**src/rtl/amc_pkg.sv**
```systemverilog
// Shared types for the asynchronous memory sequencer.
package amc_pkg;
    typedef enum logic [2:0] {
        PH_IDLE,
        PH_SETUP,
        PH_STROBE,
        PH_STRETCH,
        PH_TAIL,
        PH_HOLD,
        PH_TURN
    } phase_e;
endpackage

```
**src/rtl/amc_wait_sync.sv**
```systemverilog
// Multi-flop synchronizer for the asynchronous wait input.
// Assumes the input may change at any time relative to clk.
module amc_wait_sync #(
    parameter int STAGES = 2
) (
    input  logic clk,
    input  logic rst_n,
    input  logic din,
    output logic dout
);
    logic [STAGES-1:0] chain_q;

    // Shift the raw input through the flop chain.
    always_ff @(posedge clk) begin
        if (!rst_n) chain_q <= '0;
        else        chain_q <= {chain_q[STAGES-2:0], din};
    end

    assign dout = chain_q[STAGES-1];
endmodule

```
**src/rtl/amc_sequencer.sv**
```systemverilog
// Phase sequencer: walks setup, strobe (with optional wait stretch), hold
// and turnaround, each sized by a count where zero acts as one.
// Assumes the configuration is stable while an access is in flight.
module amc_sequencer
    import amc_pkg::*;
#(
    parameter int CW          = 4,
    parameter int SYNC_STAGES = 2,
    parameter int RELEASE_LAT = 4
) (
    input  logic          clk,
    input  logic          rst_n,
    input  logic          start,
    input  logic          start_wr,
    input  logic [CW-1:0] rd_setup,
    input  logic [CW-1:0] rd_strobe,
    input  logic [CW-1:0] rd_hold,
    input  logic [CW-1:0] wr_setup,
    input  logic [CW-1:0] wr_strobe,
    input  logic [CW-1:0] wr_hold,
    input  logic [CW-1:0] turn,
    input  logic          wait_en,
    input  logic          wait_s,
    output phase_e        phase,
    output logic          ready,
    output logic          capture,
    output logic          done
);
    localparam logic [CW-1:0] ONE       = CW'(1);
    localparam logic [CW-1:0] TAIL_LOAD = CW'(RELEASE_LAT - SYNC_STAGES - 1);

    phase_e        phase_q;
    logic [CW-1:0] cnt_q;
    logic          wr_q;
    logic          done_q;
    logic          last;
    logic          stretch_go;
    logic [CW-1:0] strobe_len;
    logic [CW-1:0] hold_len;

    function automatic logic [CW-1:0] eff(input logic [CW-1:0] x);
        return (x == '0) ? ONE : x;
    endfunction

    // Per-access phase lengths and end-of-phase conditions.
    always_comb begin
        last       = (cnt_q == '0);
        stretch_go = wait_en && wait_s;
        strobe_len = eff(wr_q ? wr_strobe : rd_strobe);
        hold_len   = eff(wr_q ? wr_hold : rd_hold);
    end

    // Phase state machine with a shared down-counter.
    always_ff @(posedge clk) begin
        if (!rst_n) begin
            phase_q <= PH_IDLE;
            cnt_q   <= '0;
            wr_q    <= 1'b0;
            done_q  <= 1'b0;
        end else begin
            done_q <= 1'b0;
            case (phase_q)
                PH_IDLE: if (start) begin
                    wr_q    <= start_wr;
                    cnt_q   <= eff(start_wr ? wr_setup : rd_setup) - ONE;
                    phase_q <= PH_SETUP;
                end
                PH_SETUP: if (last) begin
                    cnt_q   <= strobe_len - ONE;
                    phase_q <= PH_STROBE;
                end else cnt_q <= cnt_q - ONE;
                PH_STROBE: if (last) begin
                    if (stretch_go) phase_q <= PH_STRETCH;
                    else begin
                        cnt_q   <= hold_len - ONE;
                        phase_q <= PH_HOLD;
                    end
                end else cnt_q <= cnt_q - ONE;
                PH_STRETCH: if (!wait_s) begin
                    cnt_q   <= TAIL_LOAD;
                    phase_q <= PH_TAIL;
                end
                PH_TAIL: if (last) begin
                    cnt_q   <= hold_len - ONE;
                    phase_q <= PH_HOLD;
                end else cnt_q <= cnt_q - ONE;
                PH_HOLD: if (last) begin
                    cnt_q   <= eff(turn) - ONE;
                    phase_q <= PH_TURN;
                    done_q  <= 1'b1;
                end else cnt_q <= cnt_q - ONE;
                PH_TURN: if (last) phase_q <= PH_IDLE;
                         else      cnt_q   <= cnt_q - ONE;
                default: phase_q <= PH_IDLE;
            endcase
        end
    end

    assign phase   = phase_q;
    assign ready   = (phase_q == PH_IDLE);
    assign done    = done_q;
    assign capture = (phase_q == PH_STROBE && last && !stretch_go) ||
                     (phase_q == PH_TAIL && last);

    // completion is a single-cycle pulse.
    a_r8_done_single: assert property (@(posedge clk) disable iff (!rst_n)
        done_q |=> !done_q);
    // the first turnaround cycle is the completion cycle.
    a_r10_turn_starts_with_done: assert property (@(posedge clk) disable iff (!rst_n)
        (phase_q == PH_TURN && $past(phase_q) != PH_TURN) |-> done_q);
    // a stretch only happens with wait extension enabled.
    a_r9_stretch_needs_enable: assert property (@(posedge clk) disable iff (!rst_n)
        (phase_q == PH_STRETCH) |-> wait_en);
endmodule

```
**src/rtl/amc_pin_drive.sv**
```systemverilog
// Pin stage: latches the request, forms the bus strobes from the phase and
// captures read data. Assumes one access at a time, started only when idle.
module amc_pin_drive
    import amc_pkg::*;
#(
    parameter int AW = 22,
    parameter int BW = 2,
    parameter int DW = 16,
    parameter int MW = 2
) (
    input  logic          clk,
    input  logic          rst_n,
    input  logic          start,
    input  logic          start_wr,
    input  logic [AW-1:0] in_addr,
    input  logic [BW-1:0] in_bank,
    input  logic [MW-1:0] in_mask_n,
    input  logic [DW-1:0] in_wdata,
    input  phase_e        phase,
    input  logic          capture,
    input  logic          sel_strobe,
    input  logic [DW-1:0] dq_in,
    output logic [AW-1:0] addr_o,
    output logic [BW-1:0] bank_o,
    output logic [MW-1:0] mask_n_o,
    output logic [DW-1:0] dq_out,
    output logic          dq_oe,
    output logic          cs_n,
    output logic          oe_n,
    output logic          we_n,
    output logic [DW-1:0] rdata
);
    logic [AW-1:0] addr_q;
    logic [BW-1:0] bank_q;
    logic [MW-1:0] mask_q;
    logic [DW-1:0] wdata_q;
    logic [DW-1:0] rdata_q;
    logic          wr_q;
    logic          in_acc;
    logic          strobe_on;

    // Hold request fields for the whole access.
    always_ff @(posedge clk) begin
        if (!rst_n) begin
            addr_q  <= '0;
            bank_q  <= '0;
            mask_q  <= '1;
            wdata_q <= '0;
            wr_q    <= 1'b0;
        end else if (start && phase == PH_IDLE) begin
            addr_q  <= in_addr;
            bank_q  <= in_bank;
            mask_q  <= in_mask_n;
            wdata_q <= in_wdata;
            wr_q    <= start_wr;
        end
    end

    // Sample the bus on the last strobe edge of a read.
    always_ff @(posedge clk) begin
        if (!rst_n)                rdata_q <= '0;
        else if (capture && !wr_q) rdata_q <= dq_in;
    end

    // Decode bus controls from the current phase.
    always_comb begin
        in_acc    = (phase == PH_SETUP) || (phase == PH_STROBE) ||
                    (phase == PH_STRETCH) || (phase == PH_TAIL) ||
                    (phase == PH_HOLD);
        strobe_on = (phase == PH_STROBE) || (phase == PH_STRETCH) ||
                    (phase == PH_TAIL);
        cs_n      = sel_strobe ? !strobe_on : !in_acc;
        oe_n      = !(strobe_on && !wr_q);
        we_n      = !(strobe_on && wr_q);
        dq_oe     = in_acc && wr_q;
        mask_n_o  = in_acc ? mask_q : '1;
    end

    assign addr_o = addr_q;
    assign bank_o = bank_q;
    assign dq_out = wdata_q;
    assign rdata  = rdata_q;

    // never drive the data bus while the device may drive it.
    a_r5_no_contention: assert property (@(posedge clk) disable iff (!rst_n)
        dq_oe |-> oe_n);
    // read and write strobes are never low together.
    a_r3_single_strobe: assert property (@(posedge clk) disable iff (!rst_n)
        !(!oe_n && !we_n));
    // address and bank stay put through an access.
    a_r4_addr_stable: assert property (@(posedge clk) disable iff (!rst_n)
        (in_acc && $past(in_acc)) |-> ($stable(addr_o) && $stable(bank_o)));
endmodule

```
**src/rtl/amc_top.sv**
```systemverilog
// Asynchronous memory access controller top: request port, wait
// synchronizer, phase sequencer and pin stage.
// Assumes configuration inputs change only while req_ready is high.
module amc_top
    import amc_pkg::*;
#(
    parameter int AW          = 22,
    parameter int BW          = 2,
    parameter int DW          = 16,
    parameter int MW          = 2,
    parameter int CW          = 4,
    parameter int SYNC_STAGES = 2,
    parameter int RELEASE_LAT = 4
) (
    input  logic          clk,
    input  logic          rst_n,
    input  logic [CW-1:0] cfg_rd_setup,
    input  logic [CW-1:0] cfg_rd_strobe,
    input  logic [CW-1:0] cfg_rd_hold,
    input  logic [CW-1:0] cfg_wr_setup,
    input  logic [CW-1:0] cfg_wr_strobe,
    input  logic [CW-1:0] cfg_wr_hold,
    input  logic [CW-1:0] cfg_turn,
    input  logic          cfg_wait_en,
    input  logic          cfg_sel_strobe,
    input  logic          req_valid,
    output logic          req_ready,
    input  logic          req_write,
    input  logic [AW-1:0] req_addr,
    input  logic [BW-1:0] req_bank,
    input  logic [MW-1:0] req_mask_n,
    input  logic [DW-1:0] req_wdata,
    output logic          rsp_valid,
    output logic [DW-1:0] rsp_rdata,
    output logic [AW-1:0] mem_addr,
    output logic [BW-1:0] mem_bank,
    output logic [MW-1:0] mem_mask_n,
    output logic [DW-1:0] mem_dq_out,
    output logic          mem_dq_oe,
    input  logic [DW-1:0] mem_dq_in,
    output logic          mem_cs_n,
    output logic          mem_oe_n,
    output logic          mem_we_n,
    input  logic          mem_wait
);
    phase_e phase;
    logic   wait_s;
    logic   capture;
    logic   start;

    assign start = req_valid && req_ready;

    amc_wait_sync #(.STAGES(SYNC_STAGES)) u_sync (
        .clk(clk), .rst_n(rst_n), .din(mem_wait), .dout(wait_s)
    );

    amc_sequencer #(.CW(CW), .SYNC_STAGES(SYNC_STAGES), .RELEASE_LAT(RELEASE_LAT)) u_seq (
        .clk(clk), .rst_n(rst_n), .start(start), .start_wr(req_write),
        .rd_setup(cfg_rd_setup), .rd_strobe(cfg_rd_strobe), .rd_hold(cfg_rd_hold),
        .wr_setup(cfg_wr_setup), .wr_strobe(cfg_wr_strobe), .wr_hold(cfg_wr_hold),
        .turn(cfg_turn), .wait_en(cfg_wait_en), .wait_s(wait_s),
        .phase(phase), .ready(req_ready), .capture(capture), .done(rsp_valid)
    );

    amc_pin_drive #(.AW(AW), .BW(BW), .DW(DW), .MW(MW)) u_pins (
        .clk(clk), .rst_n(rst_n), .start(start), .start_wr(req_write),
        .in_addr(req_addr), .in_bank(req_bank), .in_mask_n(req_mask_n),
        .in_wdata(req_wdata), .phase(phase), .capture(capture),
        .sel_strobe(cfg_sel_strobe), .dq_in(mem_dq_in),
        .addr_o(mem_addr), .bank_o(mem_bank), .mask_n_o(mem_mask_n),
        .dq_out(mem_dq_out), .dq_oe(mem_dq_oe), .cs_n(mem_cs_n),
        .oe_n(mem_oe_n), .we_n(mem_we_n), .rdata(rsp_rdata)
    );

    // in select-strobe mode chip select is low only under a strobe.
    a_r7_sel_follows_strobe: assert property (@(posedge clk) disable iff (!rst_n)
        (cfg_sel_strobe && !mem_cs_n) |-> (!mem_oe_n || !mem_we_n));
    // no strobe or data drive while idle.
    a_r1_idle_quiet: assert property (@(posedge clk) disable iff (!rst_n)
        req_ready |-> (mem_oe_n && mem_we_n && !mem_dq_oe));
endmodule

```
**config.mk**
```make
export PLATFORM = sky130hd
export DESIGN_NAME = amc_top
export DESIGN_NICKNAME = d
export VERILOG_FILES = /design/src/rtl/amc_pkg.sv /design/src/rtl/amc_wait_sync.sv /design/src/rtl/amc_sequencer.sv /design/src/rtl/amc_pin_drive.sv /design/src/rtl/amc_top.sv
export SDC_FILE = /design/constraint.sdc
export NUM_CORES = 1
export LEC_CHECK = 0
export BUFFER_PORTS_ARGS = -buffer_cell sky130_fd_sc_hd__buf_4
export CORE_MARGIN = 10
export CORE_UTILIZATION = 47
export CTS_CLUSTER_SIZE = 12
export DETAILED_ROUTE_END_ITERATION = 6
export PLACE_DENSITY = 0.81
export SLEW_MARGIN = 20
export SYNTH_ARGS = -nofsm -noshare
export SYNTH_HDL_FRONTEND = slang
export SYNTH_SLANG_ARGS = --single-unit
```
**constraint.sdc**
```tcl
create_clock -name clk -period 3 [get_ports clk]
set_input_delay 0.3 -clock clk [delete_from_list [all_inputs] [get_ports clk]]
set_output_delay 0.3 -clock clk [all_outputs]
set_load 0.1 [all_outputs]
```
Yosys cells after proc, flatten, opt, wreduce, memory -nomap -nowiden
Cells that the tools add are included.
Storage, ports and cells
  input port bits: 93
  output and inout bits: 64
  register bits after elaboration: 70
  word-level logic and storage cells: 93
Cells by class
  multiplexer cells: 28
  eq/ne operators: 15
  reductions and logical operators: 34
  add/sub/neg operators: 5
Operator list (count)
  4-bit 2-to-1 mux: 15
  4-bit one-hot mux with 7 select lines: 1
  3-bit 2-to-1 mux: 8
  3-bit one-hot mux with 7 select lines: 1
  4-bit logical NOT: 5
  4-bit by 1-bit subtractor with 4-bit output, second input constant: 5
  2-bit != test, second input constant: 6
  1-bit logical AND: 10
  3-bit == test, second input constant: 3
  1-bit logical OR: 7
  7-bit AND reduction: 1
  7-bit nonzero test: 1
  3-bit by 2-bit == test with 1-bit output, second input constant: 2
  1-bit logical NOT: 6
  5-bit AND reduction: 1
  2-bit by 1-bit != test with 1-bit output, second input constant: 2
  2-bit AND reduction: 2
  3-bit by 1-bit == test with 1-bit output, second input constant: 1
  3-bit logical NOT: 1
  3-bit != test, second input constant: 1
  1-bit 2-to-1 mux: 2
  2-bit 2-to-1 mux: 1

Logic depth before layout (Yosys ltp)
  depth in word-level cells: 7
  gate-level depth with buffers: 9
  depth with buffers taken out: 8

Hierarchy
From an unflattened synthesis, not the netlist that was laid out.
Second synthesis, totals
  cells, all modules: 432
  area total of the unflattened synthesis: 3469.6 um^2
Modules (own cells, without submodules)
  amc_pin_drive: cells an instance 274, area each 2260.9 um^2, instances 1, seq. area each 1181.1 um^2
  amc_sequencer: cells an instance 153, area each 1149.9 um^2, instances 1, seq. area each 180.2 um^2
  amc_wait_sync: cells an instance 4, area each 52.6 um^2, instances 1, seq. area each 40.0 um^2
  amc_top: cells an instance 1, area each 6.3 um^2, instances 1, seq. area each 0.0 um^2

Worst setup path before layout
Ideal clock, no wire load.
  kind: flip-flop to output port
  start: reg u_seq.phase_q[0] (netlist: u_seq.phase[0])
  end: out mem_cs_n
  buffers on the path: 2
  arrival: 2.496 ns
  cell stages (with the launch flop): 7
  required time: 2.700 ns
  path slack: 0.204 ns
  cell sequence: dfxtp_1 > clkbuf_1 > clkbuf_1 > nor2_1 > nand2_1 > o21ai_0 > nor2_1
Between the ends
  longest elaborated chain between the ends: 7
  elaborated cells between the ends (all ways): 14
  classes of those cells: 5 x eq/ne; 1 x mux; 8 x reduce/logical
Ends and longest elaborated chain
  from (decl): RTL line amc_sequencer.sv:32  | phase_e phase_q;
  from (signal assigned): RTL line amc_sequencer.sv:56  | phase_q <= PH_IDLE;
  from (signal assigned): RTL line amc_sequencer.sv:66  | phase_q <= PH_SETUP;
  from (signal assigned): RTL line amc_sequencer.sv:70  | phase_q <= PH_STROBE;
  3-bit by 1-bit == test with 1-bit output / 3-bit by 2-bit == test with 1-bit output (equally long branches): RTL line amc_pin_drive.sv:67, amc_pin_drive.sv:70
  1-bit logical OR (2 in series): RTL line amc_pin_drive.sv:67  | in_acc = (phase == PH_SETUP) || (phase == PH_STROBE) ||
  1-bit logical OR (2 in series): RTL line amc_pin_drive.sv:68  | (phase == PH_STRETCH) || (phase == PH_TAIL) ||
  1-bit logical NOT: RTL line amc_pin_drive.sv:72  | cs_n = sel_strobe ? !strobe_on : !in_acc;
  1-bit 2-to-1 mux (*): RTL line amc_pin_drive.sv:72
  to (decl): RTL line amc_top.sv:41  | output logic mem_cs_n,
Mark *: on every way between the ends. The rest lies on a longest branch, timed or not.

Worst setup path after layout
  start: reg u_seq.phase_q[1] (netlist: u_seq.phase[1])
  end: out mem_mask_n[0]
Between the ends
  longest elaborated chain between the ends: 6
  elaborated cells between the ends (all ways): 10
  classes of those cells: 5 x eq/ne; 1 x mux; 4 x reduce/logical
Ends and longest elaborated chain
  3-bit by 1-bit == test with 1-bit output / 3-bit by 2-bit == test with 1-bit output (equally long branches): RTL line amc_pin_drive.sv:67
  1-bit logical OR (2 in series): RTL line amc_pin_drive.sv:67
  1-bit logical OR: RTL line amc_pin_drive.sv:68
  1-bit logical OR (*): RTL line amc_pin_drive.sv:68
  2-bit 2-to-1 mux (*): RTL line amc_pin_drive.sv:76  | mask_n_o = in_acc ? mask_q : '1;
  to (decl): RTL line amc_top.sv:37  | output logic [MW-1:0] mem_mask_n,
Marked as above.

==> impl_metrics.tcl <==
set metrics [dict create \
    result_of_the_run "completed" \
    cts.root.buffer_cell "clkbuf_8" \
    met1Wirelength_um 3910 \
    critical_path.endpoint "mem_mask_n[0]" \
    fin_worst_hold_slack_ns 0.170 \
    vdd_ir_drop_max_mv 0.653 \
    fin_skew_ns 0.0152 \
    layout.cells.non_filler 648 \
    ys_async_sr_fraction_pct 0 \
    synth.avg_cell_area_um2 8.36 \
    final_util_pct 69.7 \
    floorplan.die.width_um 105 \
    crit_path_top_delay_cell "dfxtp_1" \
    cts_buffer_depth 2 \
    cts_hold_repair.buffers 0 \
    reg2reg_depth 6 \
    regToRegEndpoint "u_pins.addr_o[13]$_SDFFE_PN0P_" \
    timing.rr.start "u_seq.phase[1]$_SDFFE_PN0P_" \
    maxSlewViolCount 0 \
    boundaryPins 157 \
    clock_net_sink_count 69 \
    drc 0 \
    totalPowerFinal_mw 4.80 \
    critPathCaptureType "output pin" \
    topRoutingLayerUsed "met4" \
    path_cells "or3_1, nand2_1, or2_2, buf_4" \
    clkLatencyLatePin_ns 0.34 \
    numPlacedInstances 632 \
    final_net_count 646 \
    setup.worst_path.start "u_seq.phase[1]$_SDFFE_PN0P_" \
    worstMarginPinSlew_ns 0.623 \
    max-cap-violations 0 \
    die_area_um2 11000 \
    antenna_violating_nets_post_route 0 \
    final_cell_mix "162 x buf_4, 97 x nand2_1, 69 x dfxtp_1, 32 x a21boi_1, 23 x mux2i_1" \
    final-setup-viol-count 0 \
    ratio_of_cells_with_drive_above_1_in_the_final_layout_pct 33.5 \
    worst_ep_required_time_ns 2.70 \
    synthesis.instances 404 \
    synth_seq_area_share_pct 40.9 \
    most_common_library_cell_in_the_layout_ignoring_fill_and_taps "buf_4" \
    cts_resized 0 \
    routabilityCongestion 0.889 \
    netlist-cell-type-count 47 \
    drt_iter0_drc 132 \
    area_growth_syn_to_layout_pct 42.6 \
    cts_tree "done" \
    place.detailed.hpwl_um 7920 \
    routedWlPerCell_um 16.0 \
    synth_fp_nets 503 \
    fmaxAchievable_mhz 410 \
    fillers 576 \
    via_count 3367 \
    criticalPathCategory "register to output pin" \
    critical_path.max_stage_delay_ns 0.72 \
    synth_seq_cells 69 \
    worst_ep_arrival_ns 2.14 \
    detail_route.wirelength_um 10400 \
    drt_pre_antenna_iters 4 \
    hold_viol_final 0 \
    totalNegativeSetupSlack_ns 0 \
    synthFlopType "dfxtp_1" \
    globalRouteOverflowTotal 0 \
    first_global_vias 3446 \
    grt_first_pass_wirelength_um 16800 \
    route.met3.wl_um 1090 \
    fp-row-count 30 \
    placement.io_buffers 156 \
    avg_vias_per_cell 5.20 \
    cts_buffer_count 9 \
    post_cts_buffers 0 \
    holdCritPathClass "input port to register" \
    floorplan.die.height_um 105 \
    timing.reg2reg.setup_slack_ns 0.77 \
    finalCriticalPeriod_ns 2.44 \
    netlist_area_um2 3380 \
    grt_antenna_before_repair 0 \
    path_clk_slew_ns 0.07 \
    leak_nw 2.06 \
    initial_core_utilization_pct 48.9 \
    detailroute.wirelength.met2_um 5190 \
    globalRouteTotalUtil_pct 18.5 \
    power.density_cell_area_nw_per_um2 998 \
    min_period_over_period_pct 81.4 \
    design.core.area_um2 6910 \
    setup.worst_path.start_class "register" \
    worst-path-max-fanout 17 \
    cts.htree.levels 3 \
    diodes 0 \
    grt_setup_unrepaired "no" \
    grt_max_degree 71 \
    slew_headroom_pct 58.4 \
    synth-edff-count 0 \
    synthesis.yosys.warnings 0 \
]
[cells by family after synthesis]
| family | share of synthesized area (%) |
|---|---|
| AO/OA/AOI/OAI | 21.2 |
| flip-flops | 40.9 |
| AND/OR/NAND/NOR | 22.6 |
| XOR/XNOR | 1.30 |
| multiplexers | 6.82 |
| buffers and inverters | 4.96 |
| adder cells (fa/ha/maj) | 2.22 |
[state kept, by name, summed over array words and instances (netlist names)]
signal	cells
u_seq.phase	3
u_seq.cnt_q	4
u_pins.mask_q	2
u_sync.chain_q	2
u_pins.bank_o	2
u_pins.wr_q	1
u_pins.addr_o	22
u_pins.rdata	16
u_pins.dq_out	16
u_seq.done	1
[power breakdown]
group / internal [mW] / switching, mW / total (mW) / leakage (nW)
clock network: 0.578 / 0.355 / 0.934 / 0.120
logic: 0.692 / 1.95 / 2.64 / 1.37
registers: 1.09 / 0.138 / 1.23 / 0.564
[per-layer routing]
layer	GRT usage (%)	up-vias
li1	-	1676
met1	19.3	1553
met2	31.4	122
met3	9.52	16
met4	6.27	0
met5	0	-
[through the flow]
stage | worst slack, ns | cell area [um2]
floorplan | 0.204 | 3380
global placement | 0.875 | 4570
detailed placement | 0.808 | 4570
CTS | 0.548 | 4820
global route | 0.444 | 4820
finish | 0.558 | 4820
[final cells by class]
cell class	instances	area [um2]	area share, %
multi-input cells	299	1830	38.0
flip-flops and latches	69	1380	28.7
repair buffers	162	1220	25.3
clock buffers	11	141	2.94
well taps	96	120	2.49
clock inverters	5	106	2.21
inverters	6	22.5	0.468
[cell usage after synthesis (5+ instances only)]
| master | n | area (um2) |
|---|---|---|
| buf_2 | 5 | 25.0 |
| o21ai_0 | 12 | 60.1 |
| a21oi_1 | 10 | 50.1 |
| o311ai_0 | 6 | 52.6 |
| clkbuf_1 | 20 | 75.1 |
| o21a_1 | 6 | 45.0 |
| dfxtp_1 | 69 | 1380 |
| a21boi_1 | 32 | 240 |
| inv_1 | 5 | 18.8 |
| a21boi_0 | 9 | 67.6 |
| mux2i_1 | 23 | 230 |
| nand3_1 | 5 | 25.0 |
| nor3_1 | 13 | 65.1 |
| nor2b_1 | 18 | 113 |
| nor2_1 | 14 | 52.6 |
| ha_1 | 6 | 75.1 |
| nand2_1 | 97 | 364 |
[worst min path at each step]
stage                                   endpoint                         start  cells past startpoint
floorplan           u_sync.chain_q[1]$_SDFF_PN0_  u_sync.chain_q[0]$_SDFF_PN0_                      1
global placement    u_sync.chain_q[1]$_SDFF_PN0_  u_sync.chain_q[0]$_SDFF_PN0_                      1
detailed placement  u_sync.chain_q[1]$_SDFF_PN0_  u_sync.chain_q[0]$_SDFF_PN0_                      1
CTS                 u_sync.chain_q[0]$_SDFF_PN0_                      mem_wait                      2
global route        u_sync.chain_q[0]$_SDFF_PN0_                      mem_wait                      2
finish              u_sync.chain_q[0]$_SDFF_PN0_                      mem_wait                      2
[critical path, delay by kind of cell, from the launching register on]
kind | cells | cell delay, ns
buf+inv | 1 | 0.23
flops | 1 | 0.72
simple gates | 3 | 0.85
Note: power is estimated with default switching activity, not from simulation.
